==> src/rtl/preadd_mult_stage.sv <==
module preadd_mult_stage #(
  parameter int AW             = 25,
  parameter int BW             = 18,
  parameter int PW             = 48,
  parameter bit A_FROM_CASCADE = 1'b0,
  parameter int A_STAGES       = 2,
  parameter int B_STAGES       = 2,
  parameter bit D_STAGE        = 1'b1,
  parameter bit AD_STAGE       = 1'b1,
  parameter bit M_STAGE        = 1'b1,
  parameter bit MODE_STAGE     = 1'b1,
  parameter bit USE_D          = 1'b1
) (
  input  logic                 clk,
  input  logic                 rst_a,
  input  logic                 rst_b,
  input  logic                 rst_d,
  input  logic                 rst_m,
  input  logic                 rst_mode,
  input  logic                 ce_a1,
  input  logic                 ce_a2,
  input  logic                 ce_b1,
  input  logic                 ce_b2,
  input  logic                 ce_d,
  input  logic                 ce_ad,
  input  logic                 ce_m,
  input  logic                 ce_mode,
  input  logic [4:0]           mode_in,
  input  logic signed [AW-1:0] a_in,
  input  logic signed [AW-1:0] a_casc_in,
  input  logic signed [BW-1:0] b_in,
  input  logic signed [AW-1:0] d_in,
  output logic signed [PW-1:0] m_out
);
  localparam int MW = AW + BW;

  logic signed [AW-1:0] a_src, a1_q, a2_q, d_q, a_sel, pre_sum, ad_q;
  logic signed [BW-1:0] b1_q, b2_q, b_sel;
  logic [4:0]           mode_q;
  logic signed [MW-1:0] prod, m_q;

  wire unused_ok = ^{a_in, a_casc_in, ce_a1, ce_a2, ce_b1, ce_b2, ce_d, ce_ad,
                     ce_m, ce_mode, rst_a, rst_b, rst_d, rst_m, rst_mode, d_in};

  assign a_src = A_FROM_CASCADE ? a_casc_in : a_in;

  generate
    if (MODE_STAGE) begin : g_mode_reg
      logic [4:0] r;
      always_ff @(posedge clk)
        if (rst_mode) r <= '0;
        else if (ce_mode) r <= mode_in;
      assign mode_q = r;
    end else begin : g_mode_byp
      assign mode_q = mode_in;
    end

    if (A_STAGES == 0) begin : g_a0
      assign a1_q = a_src;
      assign a2_q = a_src;
    end else if (A_STAGES == 1) begin : g_a1
      logic signed [AW-1:0] r;
      always_ff @(posedge clk)
        if (rst_a) r <= '0;
        else if (ce_a2) r <= a_src;
      assign a1_q = r;
      assign a2_q = r;
    end else begin : g_a2
      logic signed [AW-1:0] r1, r2;
      always_ff @(posedge clk)
        if (rst_a) begin
          r1 <= '0;
          r2 <= '0;
        end else begin
          if (ce_a1) r1 <= a_src;
          if (ce_a2) r2 <= r1;
        end
      assign a1_q = r1;
      assign a2_q = r2;
    end

    if (B_STAGES == 0) begin : g_b0
      assign b1_q = b_in;
      assign b2_q = b_in;
    end else if (B_STAGES == 1) begin : g_b1
      logic signed [BW-1:0] r;
      always_ff @(posedge clk)
        if (rst_b) r <= '0;
        else if (ce_b2) r <= b_in;
      assign b1_q = r;
      assign b2_q = r;
    end else begin : g_b2
      logic signed [BW-1:0] r1, r2;
      always_ff @(posedge clk)
        if (rst_b) begin
          r1 <= '0;
          r2 <= '0;
        end else begin
          if (ce_b1) r1 <= b_in;
          if (ce_b2) r2 <= r1;
        end
      assign b1_q = r1;
      assign b2_q = r2;
    end

    if (D_STAGE) begin : g_d_reg
      logic signed [AW-1:0] r;
      always_ff @(posedge clk)
        if (rst_d) r <= '0;
        else if (ce_d) r <= d_in;
      assign d_q = r;
    end else begin : g_d_byp
      assign d_q = d_in;
    end
  endgenerate

  always_comb begin
    a_sel = mode_q[1] ? '0 : (mode_q[0] ? a1_q : a2_q);
    if (USE_D)
      pre_sum = (mode_q[3] ? -a_sel : a_sel) + (mode_q[2] ? d_q : '0);
    else
      pre_sum = a_sel;
  end

  generate
    if (AD_STAGE) begin : g_ad_reg
      logic signed [AW-1:0] r;
      always_ff @(posedge clk)
        if (rst_d) r <= '0;
        else if (ce_ad) r <= pre_sum;
      assign ad_q = r;
    end else begin : g_ad_byp
      assign ad_q = pre_sum;
    end
  endgenerate

  assign b_sel = mode_q[4] ? b1_q : b2_q;
  assign prod  = $signed({{BW{ad_q[AW-1]}}, ad_q}) * $signed({{AW{b_sel[BW-1]}}, b_sel});

  generate
    if (M_STAGE) begin : g_m_reg
      logic signed [MW-1:0] r;
      always_ff @(posedge clk)
        if (rst_m) r <= '0;
        else if (ce_m) r <= prod;
      assign m_q = r;
    end else begin : g_m_byp
      assign m_q = prod;
    end
  endgenerate

  assign m_out = {{(PW-MW){m_q[MW-1]}}, m_q};
endmodule

==> config.mk <==
export PLATFORM = sky130hd
export DESIGN_NAME = preadd_mult_stage
export DESIGN_NICKNAME = d
export VERILOG_FILES = /design/src/rtl/preadd_mult_stage.sv
export SDC_FILE = /design/constraint.sdc
export NUM_CORES = 2
export LEC_CHECK = 0
export ABC_AREA = 0
export BUFFER_PORTS_ARGS = -buffer_cell sky130_fd_sc_hd__buf_2
export CAP_MARGIN = 20
export CORE_ASPECT_RATIO = 0.5
export CORE_MARGIN = 2
export CORE_UTILIZATION = 30
export DETAILED_ROUTE_END_ITERATION = 10
export GPL_ROUTABILITY_DRIVEN = 0
export PLACE_DENSITY = 0.54
export SLEW_MARGIN = 15
export SYNTH_ARGS = -nofsm -noshare
export SYNTH_HDL_FRONTEND = slang
export SYNTH_SLANG_ARGS = --single-unit
==> constraint.sdc <==
create_clock -name clk -period 15.1 [get_ports clk]
set_input_delay 3.02 -clock clk [delete_from_list [all_inputs] [get_ports clk]]
set_output_delay 3.02 -clock clk [all_outputs]
set_load 0.1 [all_outputs]
==> summary.md <==
| Metric | Value |
|---|---|
| CP max stage cell | fa_1 |
| Core area | 0.0840 sq mm |
| Sequential area share after synthesis | 14.4% |
| Worst-path clk slew | 80 ps |
| Slew headroom | 30.5% |
| Worst-path maximum fanout | 25 |
| Simple-Gate Fraction of Synth Area | 16.8% |
| DP HPWL | 51500 um |
| Multi-input gate area | 0.0191 sq mm |
| Status | completed |
| # hold bufs at CTS | 0 |
| Post-Route WL | 66600 um |
| Post-Syn Area | 0.0255 sq mm |
| Post_cts resized | 0 |
| Worst setup EP type | register |
| CP delay by family, top | adder cells |
| DR vias | 18700 |
| Clk network pwr share | 32.3% |
| Share of cells above drive strength 1 | 8.56% |
| Synth Flop Type | dfxtp_1 |
| Synth Area in Compound Gates | 7.25% |
| Number of diodes | 0 |
| Initial core utilization | 30.4% |
| Routed wire per std cell | 16.6 um |
| Reg2reg start | g_mode_reg.r[4] |
| Critical Path RT | 15520 ps |
| Final Skew | 12.7 ps |
| Post-Synth Adder-Cell Area | 41.2% |
| Grt total ovfl | 0 |
| Number of synthesized flops with an enable pin | 0 |
| #FFs+latches synth | 184 |
| First-pass GRT wire length | 109000 um |
| Final hold vios | 0 |
| CTS root buf | clkbuf_16 |
| Minimum clock period | 7480 ps |
| Total GRT Usage | 15.9% |
| Cts bufs inserted | 17 |
| Vias per cell | 4.68 |
| Fill count | 8733 |
| Worst r2r path cells | 22 |
| H-tree depth | 4 |
| Actual transition at the worst max-transition pin | 1040 ps |
| Clock Sink Count | 184 |
| # DRC | 0 |
| Synthesized area per cell | 8.88 sq um |
| Critical Path Most Common Cell | fa_1 |
| Setup TNS | 0 ps |
| Reg2reg setup slack | 7620 ps |
| Syn. warnings | 0 |
| Cell Pwr Density | 53.5 mW/mm^2 |
| Sequential Area | 0.00368 sq mm |
| IO Port Bufs | 134 |
| Vias in the first global route | 19800 |
| Unrepaired setup endpoints after global routing | false |
| Postcts setup bufs | 0 |
| Synthesis-to-finish area growth | 8.07% |
| Worst setup path startpoint | g_mode_reg.r[4] |
| Sequential Power Share | 37.8% |
| Comb pwr share | 29.9% |
| Final antenna-violating net count | 0 |
| Final cell count without fillers | 4003 |
| Initial DRT Pass Iterations | 5 |
| Dpl cells | 3970 |
| Sw Ratio | 39.1% |
| Die width | 416 um |
| Syn Inst Count | 2872 |
| Final Max Tran Viols | 0 |
| Internal | 0.899 mW |
| Reg-to-reg endpoint | g_m_reg.r[42] |
| Leak | 13.1 nW |
| Maximum clock rate | 134 MHz |
| Worst setup path endpoint | g_m_reg.r[42] |
| Syn Nets | 3558 |
| Leading cell types in the layout, fill and taps excluded | 532 x inv_1, 442 x fa_1, 327 x nand2_1 |
| Starting DRT DRC Count | 1001 |
| Max Cap Violations | 0 |
| Crit path largest cell delay | 750 ps |
| Post-synth ARST share | 0% |
| Crit path kind | reg -> reg |
| Initial antenna violation count | 4 |
| Boundary pin count | 160 |
| Period utilisation layout | 49.5% |
| Class of the worst hold path | reg -> reg |
| Chip Height | 210 um |
| Cell chain of the critical path | buf_4, mux2_2, and2_1, fa_1, fa_1, ha_1, inv_1, fa_1, inv_1, fa_1, inv_1, fa_1, inv_1, ha_1, a21oi_1, o21ai_1, o41a_1, a221oi_2, o21ai_1, a211oi_2, xnor2_1, a211oi_2 |
| Worst path bufs/invs | 5 |
| CP arrival | 7900 ps |
| Most common cell after layout, fill and taps aside | inv_1 |
| Site row count | 75 |
| Post-synthesis xor/xnor area fraction | 2.16% |
| NumNets Final | 3560 |
| CTS tree | done |
| Maximum VDD drop | 83.6 uV |
| Nature of the critical path startpoint | register |
| Die ar. | 0.0875 sq mm |
| Setup violators final | 0 |
| Clock buffer depth | 2 |
| Mux share of post-synthesis cell area | 7.48% |
| Switching pwr | 0.577 mW |
| Largest net degree at the start of global routing | 60 |
| Stages on the worst setup path | 22 |
| Post-synth cell types | 99 |
| Clock latency on the worst-skew pair | 500 ps |
| Largest family of logic cells by synthesized area | adder cells |
-- power by group through the flow --
stage               logic [mW]  registers [mW]  clock network (mW)
floorplan                0.301           0.588                   0
CTS                      0.444           0.558               0.495
global route             0.491           0.563               0.512
global placement         0.436           0.568                   0
finish                   0.442           0.558               0.476
detailed placement       0.442           0.569                   0
-- logic make-up after synthesis --
logic type | Yosys count
flip-flops | 184
XOR/XNOR | 63
adder cells (fa/ha/maj) | 574
AO/OA/AOI/OAI | 259
multiplexers | 188
buffers and inverters | 694
AND/OR/NAND/NOR | 910
-- cell usage after synthesis (21+ instances only) --
cell type    n  share of area, %
nand2_1    327               4.8
a21oi_1     47              0.92
ha_1       132               6.5
mux2i_1    168               6.6
fa_1       442                35
nor2_1     257               3.8
inv_1      532               7.8
nor3_1      33              0.65
a21o_1      21              0.62
dfxtp_1    184                14
o21ai_0     45              0.88
clkbuf_1   116               1.7
and2_1     190               4.7
xnor2_1     53               1.8
-- tightest hold or removal path: stages (launching register included) --
cell	delay, ps
dfxtp_1	320
nand2_1	60
o21ai_1	50
-- state kept, by name (all words and copies together) (netlist names) --
| register | flops |
|---|---|
| ad_q | 25 |
| g_m_reg.r | 43 |
| d_q | 25 |
| g_mode_reg.r | 5 |
| b1_q | 18 |
| a2_q | 25 |
| b2_q | 18 |
| a1_q | 25 |
-- routing by layer --
metal,track usage (%),wire (um),part of all wire (%)
met1,21.3,31500,47
met2,26.3,31100,47
met5,0,34,0.051
met3,3.25,3130,4.7
met4,3.85,885,1.3
-- area by class of cell --
class / instances / share of cell area (%)
Clock buffer: 18 / 1.56
Clock inverter: 14 / 0.667
Inverter: 533 / 7.26
Multi-Input combinational cell: 1994 / 69.3
Sequential cell: 184 / 13.4
Tap cell: 1116 / 5.07
Timing Repair Buffer: 144 / 2.78
-- worst min path at each step --
stage                  start  cells after the start       endpoint
2_1_floorplan         d_q[0]                      2         d_q[0]
3_3_place_gp   g_m_reg.r[37]                      2  g_m_reg.r[37]
3_5_place_dp   g_m_reg.r[41]                      2  g_m_reg.r[41]
4_1_cts        g_m_reg.r[41]                      2  g_m_reg.r[41]
5_1_grt         g_m_reg.r[6]                      2   g_m_reg.r[6]
6_report       g_m_reg.r[37]                      2  g_m_reg.r[37]
-- metrics by stage --
stage	utilization [%]	power, mW	setup WS [ps]	hold slack (ps)	cell area (sq um)
2_1_floorplan	-	0.888	8300	452	25500
4_1_cts	32.8	1.50	7600	464	27500
3_3_place_gp	32.1	1.00	7750	447	26900
5_1_grt	32.8	1.57	7170	488	27600
3_5_place_dp	32.1	1.01	7620	453	26900
6_report	32.8	1.48	7620	464	27600
(Power assumes the default switching activity.)
